--- src/rtl/ss_seq_pkg.sv ---
package ss_seq_pkg;
    typedef enum logic [2:0] {
        ST_OFF,
        ST_RAMP,
        ST_RUN,
        ST_OCDN,
        ST_UVDN,
        ST_UVUP,
        ST_SHUT
    } seq_st_e;

    typedef enum logic [1:0] {
        LV_HOLD,
        LV_UP,
        LV_DOWN,
        LV_ZERO
    } lvl_cmd_e;
endpackage

--- src/rtl/ss_tick_gen.sv ---
module ss_tick_gen #(
    parameter int PRESC = 4
) (
    input  logic clk,
    input  logic rst_n,
    output logic tick
);
    localparam int CW = (PRESC > 1) ? $clog2(PRESC) : 1;
    localparam logic [CW-1:0] LAST = CW'(PRESC - 1);

    logic [CW-1:0] cnt_d, cnt_q;

    always_comb begin
        if (cnt_q == LAST) cnt_d = '0;
        else               cnt_d = cnt_q + 1'b1;
    end

    always_ff @(posedge clk or negedge rst_n) begin
        if (!rst_n) cnt_q <= '0;
        else        cnt_q <= cnt_d;
    end

    assign tick = (cnt_q == LAST);
endmodule

--- src/rtl/ss_level_ctr.sv ---
module ss_level_ctr
    import ss_seq_pkg::*;
#(
    parameter int LVL_W = 12
) (
    input  logic             clk,
    input  logic             rst_n,
    input  logic             tick,
    input  lvl_cmd_e         cmd,
    output logic [LVL_W-1:0] lvl_q,
    output logic [LVL_W-1:0] lvl_nxt
);
    localparam logic [LVL_W-1:0] TOP = '1;

    always_comb begin
        lvl_nxt = lvl_q;
        case (cmd)
            LV_ZERO: lvl_nxt = '0;
            LV_UP:   if (tick && lvl_q != TOP) lvl_nxt = lvl_q + 1'b1;
            LV_DOWN: if (tick && lvl_q != '0)  lvl_nxt = lvl_q - 1'b1;
            default: lvl_nxt = lvl_q;
        endcase
    end

    always_ff @(posedge clk or negedge rst_n) begin
        if (!rst_n) lvl_q <= '0;
        else        lvl_q <= lvl_nxt;
    end
endmodule

--- src/rtl/ss_hiccup_seq.sv ---
module ss_hiccup_seq
    import ss_seq_pkg::*;
#(
    parameter int LVL_W    = 12,
    parameter int PRESC    = 4,
    parameter int OC_LIMIT = 3
) (
    input  logic             clk,
    input  logic             rst_n,
    input  logic             por_rel,
    input  logic             ss_pull,
    input  logic             oc_flag,
    input  logic             uv_flag,
    input  logic             ot_flag,
    output logic [LVL_W-1:0] ss_level,
    output logic             gate_en,
    output logic             sense_en,
    output logic             pgood
);
    localparam int FULL  = (1 << LVL_W) - 1;
    localparam int TH_HI = (37 * FULL) / 50;
    localparam int TH_LO = (4 * FULL) / 50;
    localparam int CNT_W = $clog2(OC_LIMIT + 1);
    localparam logic [LVL_W-1:0] HI_L = LVL_W'(TH_HI);
    localparam logic [LVL_W-1:0] LO_L = LVL_W'(TH_LO);
    localparam logic [CNT_W-1:0] LAST_OC = CNT_W'(OC_LIMIT - 1);

    typedef struct packed {
        seq_st_e          st;
        logic [CNT_W-1:0] oc_cnt;
        logic             gate;
        logic             sense;
        logic             pg;
    } seq_reg_t;

    seq_reg_t         cur_q, nxt_d;
    lvl_cmd_e         cmd_d;
    logic             tick;
    logic [LVL_W-1:0] lvl_q, lvl_nxt;
    logic             hi_q, lo_q, chg_d;

    ss_tick_gen #(.PRESC(PRESC)) tick_i (
        .clk   (clk),
        .rst_n (rst_n),
        .tick  (tick)
    );

    ss_level_ctr #(.LVL_W(LVL_W)) lvl_i (
        .clk     (clk),
        .rst_n   (rst_n),
        .tick    (tick),
        .cmd     (cmd_d),
        .lvl_q   (lvl_q),
        .lvl_nxt (lvl_nxt)
    );

    assign hi_q = (lvl_q >= HI_L);
    assign lo_q = (lvl_q <= LO_L);

    always_comb begin
        nxt_d = cur_q;

        // level command from present state
        case (cur_q.st)
            ST_RAMP, ST_RUN, ST_UVUP: cmd_d = LV_UP;
            ST_OCDN, ST_UVDN:         cmd_d = LV_DOWN;
            default:                  cmd_d = LV_ZERO;
        endcase
        if (ss_pull || !por_rel) cmd_d = LV_ZERO;

        // state sequencing
        if (!por_rel) begin
            nxt_d.st     = ST_OFF;
            nxt_d.oc_cnt = '0;
        end else if (cur_q.st == ST_OFF) begin
            nxt_d.st = ST_RAMP;
        end else if (ot_flag) begin
            nxt_d.st = ST_SHUT;
        end else begin
            case (cur_q.st)
                ST_RAMP, ST_RUN: begin
                    if (ss_pull) begin
                        nxt_d.st = ST_RAMP;
                    end else if (hi_q) begin
                        if (oc_flag) begin
                            nxt_d.oc_cnt = cur_q.oc_cnt + 1'b1;
                            nxt_d.st = (cur_q.oc_cnt >= LAST_OC) ? ST_SHUT : ST_OCDN;
                        end else if (uv_flag) begin
                            nxt_d.st = ST_UVDN;
                        end else begin
                            nxt_d.st = ST_RUN;
                        end
                    end
                end
                ST_OCDN: if (lo_q) nxt_d.st = ST_RAMP;
                ST_UVDN: if (lo_q) nxt_d.st = ST_UVUP;
                ST_UVUP: if (hi_q) nxt_d.st = ST_UVDN;
                default: nxt_d.st = cur_q.st;
            endcase
        end

        // outputs follow the next state and next level
        chg_d       = (nxt_d.st == ST_RAMP) || (nxt_d.st == ST_RUN) || (nxt_d.st == ST_UVUP);
        nxt_d.gate  = chg_d && (lvl_nxt >= LO_L);
        nxt_d.sense = ((nxt_d.st == ST_RAMP) || (nxt_d.st == ST_RUN)) && (lvl_nxt >= LO_L);
        nxt_d.pg    = (nxt_d.st == ST_RUN);
    end

    always_ff @(posedge clk or negedge rst_n) begin
        if (!rst_n) cur_q <= '{st: ST_OFF, oc_cnt: '0, gate: 1'b0, sense: 1'b0, pg: 1'b0};
        else        cur_q <= nxt_d;
    end

    assign ss_level = lvl_q;
    assign gate_en  = cur_q.gate;
    assign sense_en = cur_q.sense;
    assign pgood    = cur_q.pg;


    por_hold_chk: assert property (@(posedge clk) disable iff (!rst_n)
        !por_rel |=> (ss_level == '0) && !gate_en && !pgood);


    pg_level_chk: assert property (@(posedge clk) disable iff (!rst_n)
        pgood |-> (ss_level >= HI_L));


    oc_cut_chk: assert property (@(posedge clk) disable iff (!rst_n)
        (pgood && oc_flag) |=> (!gate_en && !pgood && !sense_en));


    pull_off_chk: assert property (@(posedge clk) disable iff (!rst_n)
        ss_pull |=> (!gate_en && ss_level == '0));


    shut_latch_chk: assert property (@(posedge clk) disable iff (!rst_n)
        (cur_q.st == ST_SHUT && por_rel) |=> (cur_q.st == ST_SHUT));


    ot_off_chk: assert property (@(posedge clk) disable iff (!rst_n)
        ot_flag |=> (!gate_en && !pgood));
endmodule

--- config.mk ---
export PLATFORM = sky130hd
export DESIGN_NAME = ss_hiccup_seq
export DESIGN_NICKNAME = d
export VERILOG_FILES = /design/src/rtl/ss_seq_pkg.sv /design/src/rtl/ss_tick_gen.sv /design/src/rtl/ss_level_ctr.sv /design/src/rtl/ss_hiccup_seq.sv
export SDC_FILE = /design/constraint.sdc
export NUM_CORES = 1
export LEC_CHECK = 0
export BUFFER_PORTS_ARGS = -buffer_cell sky130_fd_sc_hd__buf_2
export CORE_MARGIN = 2
export CORE_UTILIZATION = 55
export DETAILED_ROUTE_END_ITERATION = 16
export GPL_ROUTABILITY_DRIVEN = 0
export HOLD_SLACK_MARGIN = 0.08
export PLACE_DENSITY_LB_ADDON = 0.15
export SLEW_MARGIN = 15
export SYNTH_ARGS = -nofsm -noshare
export SYNTH_HDL_FRONTEND = slang
export SYNTH_HIERARCHICAL = 1
export SYNTH_SLANG_ARGS = --single-unit
--- constraint.sdc ---
create_clock -name clk -period 3.5 [get_ports clk]
set_input_delay 0.175 -clock clk [delete_from_list [all_inputs] [get_ports clk]]
set_output_delay 0.175 -clock clk [all_outputs]
set_load 0.05 [all_outputs]
==> results of run 1 <==
[metrics by stage]
step                      setup WS [ps]  hold WS [ps]
final                               259           167
after floorplan                     186          -121
after detailed placement            210           162
after CTS                           166           161
after global routing               3.62           160
after global placement              355           152
[cells by family after synthesis]
family | after synthesis
flip-flops | 22
XOR/XNOR | 6
AO/OA/AOI/OAI | 55
multiplexers | 4
AND/OR/NAND/NOR | 103
buffers and inverters | 21
adder cells (fa/ha/maj) | 3
[power breakdown]
part	switching [uW]	internal, uW	total, uW	leakage (uW)
Sequential	5.75	257	263	0.000300
Combinational	42.9	31.5	74.4	0.000574
Clock	85.4	116	201	0.0000279
[what timing repair did]
| item | CTS | global route |
|---|---|---|
| setup endpoints to repair | 0 | 1 |
| hold buffers | 1 | 0 |
| endpoints found under the hold margin | 22 | 0 |
| gates resized for setup | 0 | 2 |
| setup buffers | 0 | 2 |
[registers in the layout, summed over array words and instances (netlist names)]
name	cells
lvl_i/lvl_q	12
gate_en	1
cur_q	5
tick_i/cnt_q	2
pgood	1
sense_en	1
[worst paths after layout]
check	startpoint	endpoint	cells past startpoint
max	lvl_i/lvl_q[1]	gate_en	12
min	por_rel	cur_q[7]	2
max reg2reg	lvl_i/lvl_q[1]	gate_en	12
min reg2reg	tick_i/cnt_q[0]	tick_i/cnt_q[0]	1
max in group asynchronous	rst_n	lvl_i/lvl_q[0]	2
min in group asynchronous	rst_n	lvl_i/lvl_q[4]	2
[area by class of cell]
class	count	area [um^2]	share of cell area
Inverter	7	26.3	0.0126
Timing Repair Buffer	35	213	0.102
Clock inverter	1	30.0	0.0144
Clock buffer	3	22.5	0.0108
Sequential cell	22	552	0.264
Multi-Input combinational cell	171	1190	0.570
Tap cell	44	55.1	0.0264
[per-layer routing]
| metal | global-route usage | vias to the layer above |
|---|---|---|
| met5 | 0 | - |
| li1 | - | 870 |
| met3 | 0.0248 | 9 |
| met1 | 0.426 | 871 |
| met2 | 0.442 | 124 |
| met4 | 0.0669 | 0 |
[cell usage in the layout, fill, tap and decap left out, types with 3 or more instances in the layout]
master,synthesis,final
sky130_fd_sc_hd__or3_1,4,4
sky130_fd_sc_hd__nand3_1,10,10
sky130_fd_sc_hd__nand2_1,10,10
sky130_fd_sc_hd__nand2b_1,3,3
sky130_fd_sc_hd__or2_2,3,3
sky130_fd_sc_hd__nor3_1,11,11
sky130_fd_sc_hd__a21oi_1,11,11
sky130_fd_sc_hd__buf_2,4,21
sky130_fd_sc_hd__dfrtp_1,22,21
sky130_fd_sc_hd__clkbuf_4,0,3
sky130_fd_sc_hd__buf_4,0,13
sky130_fd_sc_hd__inv_1,7,7
sky130_fd_sc_hd__ha_1,3,3
sky130_fd_sc_hd__o21ai_0,11,11
sky130_fd_sc_hd__mux2i_1,4,4
sky130_fd_sc_hd__and2_1,6,6
sky130_fd_sc_hd__and3_1,5,5
sky130_fd_sc_hd__o22ai_1,5,5
sky130_fd_sc_hd__nor2_1,15,15
sky130_fd_sc_hd__o22a_1,3,3
sky130_fd_sc_hd__xnor2_1,4,4
sky130_fd_sc_hd__nor4_1,10,9
==> parameters.txt, run 1 <==
Parameter                              Value

Final layout
  Final std cell area, no fill    0.00209 mm^2
  Antenna diode count    0
  Number of filler instances in the final layout    between 200 and 300
  Ratio of cells with drive above 1 in the final layout    0.226
  Share of the core filled with cells    0.673
  Final nets    250
  Synthesis-to-layout area growth    13.9%
  Final Non-Filler Cells    283

Yosys
  Simple-gate share of the synthesized area    0.343
  Top cell type by total area after synthesis    sky130_fd_sc_hd__dfrtp_1
  Yosys reg bits    22
  Leading cell types by total area after synthesis    sky130_fd_sc_hd__dfrtp_1, sky130_fd_sc_hd__nor4_1, sky130_fd_sc_hd__nor2_1
  Syn nets    224
  Cell types with the highest counts after synthesis    sky130_fd_sc_hd__dfrtp_1, sky130_fd_sc_hd__nor2_1, sky130_fd_sc_hd__a21oi_1, sky130_fd_sc_hd__nor3_1, sky130_fd_sc_hd__o21ai_0
  Post-synthesis cell type count    61
  Summed instance area of the synthesized netlist    around 0.0018 mm^2
  Post-synthesis instance total    ~210
  Number of enable flip-flop cells after synthesis    0
  Fraction of the yosys area taken by sequential cells    0.300
  Dominant cell by count in the synthesized netlist    sky130_fd_sc_hd__dfrtp_1
  Share of the synthesized netlist area taken by xor and xnor gates    0.0287
  Share of flip-flops with an asynchronous set or reset    1.00
  Average size of a mapped cell    8.57 um^2
  Yosys Warn Count    6
  Multiplexer share of the synthesized area    0.0218
  Post-synth top area share    0.300
  Area fraction in compound gates after synthesis    0.231
  Largest family of logic cells by synthesized area    simple AND/OR/NAND/NOR gates
  Primary flip-flop cell chosen by synthesis mapping    sky130_fd_sc_hd__dfrtp_1
  Adder and majority gate portion of the synthesized area    0.0205

Floorplan
  Die W    61.7 um
  Core area    0.00310 mm^2
  Count of standard-cell rows    20
  Starting Density    0.591
  Height of the chip    61.7 um
  Boundary Pins    22
  Die area    0.00381 mm^2

STA
  Worst-case clock skew    1.41 ps
  Period minus WS final    between 3000 and 4000 ps
  Actual transition at the worst max-transition pin    484 ps
  RSZ-0062 raised after global routing    false
  Final setup violation count    0
  Number of slew-limit violations in the final report    0
  Relative slew margins    0.675
  Accumulated negative setup slack    0 ps
  Final worst path period share    0.926
  Count of final hold-check violations    0
  Top achievable clock speed    0.309 GHz

Clocking
  Clk sink count    22
  Number of CTS-inserted buffers    3
  Level count of the clock H-tree    1
  Clock tree from TritonCTS    yes
  Clk pin slew, worst setup/hold paths    130 ps
  Root buf cell    sky130_fd_sc_hd__clkbuf_4
  Clock latency on the worst-skew pair    310 ps
  Largest buffer count on any clock path    2

Global routing
  Largest net degree at the start of global routing    23
  Vias in the first global route    approximately 1,700
  Total overflow reported by the global router    0
  First-pass GRT wire length    ~8100 um
  Number of antenna violations at the first check in global routing    0
  Overall global routing resource usage    0.283

Pwr
  Final Power    roughly 540 uW
  Leakage Power    0.000902 uW
  Cell Pwr Density    258 mW/mm^2
  Max IR drop VDD    229 uV

Routing
  Met2 layer wire length in the routed design    2230 um
  Number of design-rule violations left by the first detailed-router iteration    about 250
  Top routing layer in use    met4
  Aggregate routed wire length    4970 um
  TritonRoute pass-1 iters    5
  Total length of routed met3 wires    515 um
  Final routed DRC violation total    0
  Via count normalized by instance count    6.62
  Metal1 wirelength    2170 um
  Avg WL per Cell    17.6 um
  Total number of vias    1,874
  Detail Route Antenna Nets    0

Critical path
  Buffering stage count on the worst path with inverters included    1
  CP Data Required Time    3750 ps
  Cell with the largest stage delay on the worst path    sky130_fd_sc_hd__or3b_2
  Kind of capture point of the worst setup path    register
  Classification of the worst setup path    register to register
  Delay of the slowest critical-path stage    550 ps
  Kind of start point of the critical path    register
  Critical path data arrival time    3490 ps
  Top cell family by delay on the critical path    simple AND/OR/NAND/NOR gates
  Critical path fanouts, max    9
  Cells traversed along the worst timing path    inv_1 > ha_1 > or3b_2 > nor4_2 > nor3b_1 > xnor2_1 > o32ai_1 > and3_1 > o41ai_1 > a21oi_1 > or4b_1 > o22ai_1
  Worst setup slack for register-to-register paths    roughly 260 ps

Flow run
  Count of max-cap constraint violations    0

Placed design
  Dpl hpwl    3640 um
  I/O Buffers    21
  Post-detailed-placement cell area    0.00200 mm^2
  Cell count after placement    276

Outcome
  Run status    completed

Min path
  Type of the worst min-delay path    input port to register
Note: power is estimated with default switching activity, not from simulation.
==> inputs of run 2 (changes only) <==
--- a/config.mk
+++ b/config.mk
@@ -6,8 +6,10 @@
 export NUM_CORES = 1
 export LEC_CHECK = 0
 export BUFFER_PORTS_ARGS = -buffer_cell sky130_fd_sc_hd__buf_2
+export CELL_PAD_IN_SITES_DETAIL_PLACEMENT = 0
+export CELL_PAD_IN_SITES_GLOBAL_PLACEMENT = 1
 export CORE_MARGIN = 2
-export CORE_UTILIZATION = 55
+export CORE_UTILIZATION = 44
 export DETAILED_ROUTE_END_ITERATION = 16
 export GPL_ROUTABILITY_DRIVEN = 0
 export HOLD_SLACK_MARGIN = 0.08
==> run 2 against run 1 <==
Clock skew is essentially flat; die area grew 23%; sequential share of layout area shrank 0.54 points; total power grew 7.6%; setup slack lost 140 ps; flip-flop and latch count is the same; register-to-register slack lost 140 ps; global-route usage shrank 3.0 points; clock power grew 19%; via count shrank 0.91%; largest cell class unchanged; routed wire length grew 8.4%.
==> parameters.txt, run 2 (synthesis gave the netlist of run 1 again) <==
Parameter                              Value

Final layout
  Top Registers    lvl_i/lvl_q (12), cur_q (5), tick_i/cnt_q (2) (unchanged)
  Ratio of cells with drive above 1 in the final layout    0.232 (was 0.226)
  Share of the core filled with cells    0.533 (was 0.673)
  Number of filler instances in the final layout    405 (was 286)
  Flip-flop count of the largest register, all copies and words added    12 (unchanged)
  Commonest cells after routing, fill and taps aside    sky130_fd_sc_hd__dfrtp_1, sky130_fd_sc_hd__buf_2, sky130_fd_sc_hd__nor2_1, sky130_fd_sc_hd__buf_4 (unchanged)
  Register with the most flip-flops    lvl_i/lvl_q (unchanged)
  Synthesis-to-layout area growth    16.3% (was 13.9%)
  Antenna diode count    0 (unchanged)
  Final std cell area, no fill    0.00213 mm^2 (was 0.00209 mm^2)
  Final Non-Filler Cells    291 (was 283)
  Final nets    252 (was 250)

Clocking
  Clock latency on the worst-skew pair    260 ps (was 310 ps)
  Number of CTS-inserted buffers    3 (unchanged)
  Largest buffer count on any clock path    2 (unchanged)
  Root buf cell    sky130_fd_sc_hd__clkbuf_8 (was sky130_fd_sc_hd__clkbuf_4)
  Clock tree from TritonCTS    yes (unchanged)
  Level count of the clock H-tree    1 (unchanged)
  Clk sink count    22 (unchanged)
  Clk pin slew, worst setup/hold paths    80 ps (was 130 ps)

Critical path
  CP Data Required Time    3690 ps (was 3750 ps)
  Buffering stage count on the worst path with inverters included    2 (was 1)
  Kind of start point of the critical path    register (unchanged)
  Classification of the worst setup path    register to register (unchanged)
  Kind of capture point of the worst setup path    register (unchanged)
  Top cell family by delay on the critical path    compound AO/OA/AOI/OAI gates (was simple AND/OR/NAND/NOR gates)
  Cell with the largest stage delay on the worst path    sky130_fd_sc_hd__dfrtp_1 (was sky130_fd_sc_hd__or3b_2)
  Critical path data arrival time    3570 ps (was 3490 ps)
  Critical path fanouts, max    8 (was 9)
  Cells traversed along the worst timing path    inv_1 > ha_1 > or3b_4 > o41ai_4 > buf_4 > nor2_1 > o21ai_0 > o211a_1 > and3_1 > o41ai_1 > a21oi_1 > or4b_1 > o22ai_1 (was inv_1 > ha_1 > or3b_2 > nor4_2 > nor3b_1 > xnor2_1 > o32ai_1 > and3_1 > o41ai_1 > a21oi_1 > or4b_1 > o22ai_1)
  Delay of the slowest critical-path stage    460 ps (was 550 ps)

Global routing
  Number of antenna violations at the first check in global routing    0 (unchanged)
  Vias in the first global route    1,796 (was 1,694)
  Overall global routing resource usage    0.254 (was 0.283)
  First-pass GRT wire length    8790 um (was 8120 um)
  Largest net degree at the start of global routing    23 (unchanged)
  Total overflow reported by the global router    0 (unchanged)

STA
  Final worst path period share    0.965 (was 0.926)
  Accumulated negative setup slack    0 ps (unchanged)
  Actual transition at the worst max-transition pin    494 ps (was 484 ps)
  Minimum hold slack    230 ps (was 167 ps)
  Period minus WS final    3380 ps (was 3240 ps)
  Count of final hold-check violations    0 (unchanged)
  Top achievable clock speed    0.296 GHz (was 0.309 GHz)
  Final setup violation count    0 (unchanged)
  Worst-case clock skew    1.74 ps (was 1.41 ps)
  Relative slew margins    0.668 (was 0.675)
  Number of slew-limit violations in the final report    0 (unchanged)

Pwr
  Sw Pwr    137 uW (was 134 uW)
  Leakage Power    0.000917 uW (was 0.000902 uW)
  Part of the total power dissipated in the clock network    0.413 (was 0.374)
  Cell Pwr Density    272 mW/mm^2 (was 258 mW/mm^2)
  Max IR drop VDD    137 uV (was 229 uV)
  Sw frac    0.237 (was 0.249)
  Internal power    442 uW (was 404 uW)
  Combinational fraction of design power    0.135 (was 0.138)
  Part of the total power dissipated in sequential elements    0.452 (was 0.488)

Flow run
  Count of max-cap constraint violations    0 (unchanged)

Outcome
  Run status    completed (unchanged)

Placed design
  I/O Buffers    21 (unchanged)
  Cell count after placement    285 (was 276)
  Dpl hpwl    4080 um (was 3640 um)
  Post-detailed-placement cell area    0.00203 mm^2 (was 0.00200 mm^2)

Routing
  Number of design-rule violations left by the first detailed-router iteration    120 (was 246)
  Detail Route Antenna Nets    0 (unchanged)
  TritonRoute pass-1 iters    4 (was 5)
  Avg WL per Cell    18.5 um (was 17.6 um)
  Final routed DRC violation total    0 (unchanged)
  Via count normalized by instance count    6.38 (was 6.62)
  Total number of vias    1,857 (was 1,874)
  Aggregate routed wire length    5380 um (was 4970 um)

Min path
  Type of the worst min-delay path    input port to register (unchanged)

Floorplan
  Core area    0.00400 mm^2 (was 0.00310 mm^2)
  Count of standard-cell rows    23 (was 20)
  Die W    68.5 um (was 61.7 um)
  Height of the chip    68.5 um (was 61.7 um)
  Boundary Pins    22 (unchanged)
  Die area    0.00470 mm^2 (was 0.00381 mm^2)
  Starting Density    0.458 (was 0.591)
[run 2: final cells by class]
| class | instances | area (um^2) | area share |
|---|---|---|---|
| inverters | 7 | 26.3 | 0.0123 |
| repair buffers | 37 | 228 | 0.107 |
| flip-flops and latches | 22 | 552 | 0.259 |
| clock inverters | 1 | 30.0 | 0.0141 |
| clock buffers | 3 | 41.3 | 0.0194 |
| well taps | 50 | 62.6 | 0.0293 |
| multi-input cells | 171 | 1190 | 0.559 |
[run 2: routing by layer]
layer | up-vias | wire [um] | GRT usage
li1 | 872 | - | -
met1 | 908 | 2360 | 0.335
met2 | 66 | 2670 | 0.424
met3 | 11 | 232 | 0.0227
met4 | 0 | 127 | 0.105
met5 | - | 0 | 0
[run 2: power groups by stage]
| stage | logic, uW | clock network [uW] | registers (uW) |
|---|---|---|---|
| after global placement | 75.5 | 0 | 266 |
| after floorplan | 51.5 | 0 | 266 |
| final | 78.5 | 239 | 262 |
| after global routing | 85.9 | 252 | 262 |
| after CTS | 78.0 | 241 | 262 |
| after detailed placement | 76.7 | 0 | 267 |
[run 2: per-stage QoR]
step | power (uW) | setup slack (ps)
6_report | 579 | 121
3_5_place_dp | 343 | 91.2
2_1_floorplan | 317 | 186
4_1_cts | 580 | 50.9
5_1_grt | 600 | -15.6
3_3_place_gp | 342 | 148
[run 2: path summary, 6_finish.rpt]
check / cells after the start / from / to / slack, ps
worst max-delay path: 13 / lvl_i/lvl_q[0] / gate_en / 120
max in group asynchronous: 2 / rst_n / lvl_i/lvl_q[1] / 2730
worst min register to register: 1 / tick_i/cnt_q[0] / tick_i/cnt_q[0] / 440
worst max register to register: 13 / lvl_i/lvl_q[0] / gate_en / 120
min in group asynchronous: 2 / rst_n / cur_q[4] / 400
worst min-delay path: 2 / por_rel / cur_q[5] / 230
[run 2: timing repair]
action / in CTS / in global routing
buffers inserted: 0 / 1
setup endpoints to repair: 0 / 1
resized for setup: 0 / 3
hold buffers: 1 / 0
endpoints found under the hold margin: 22 / 0
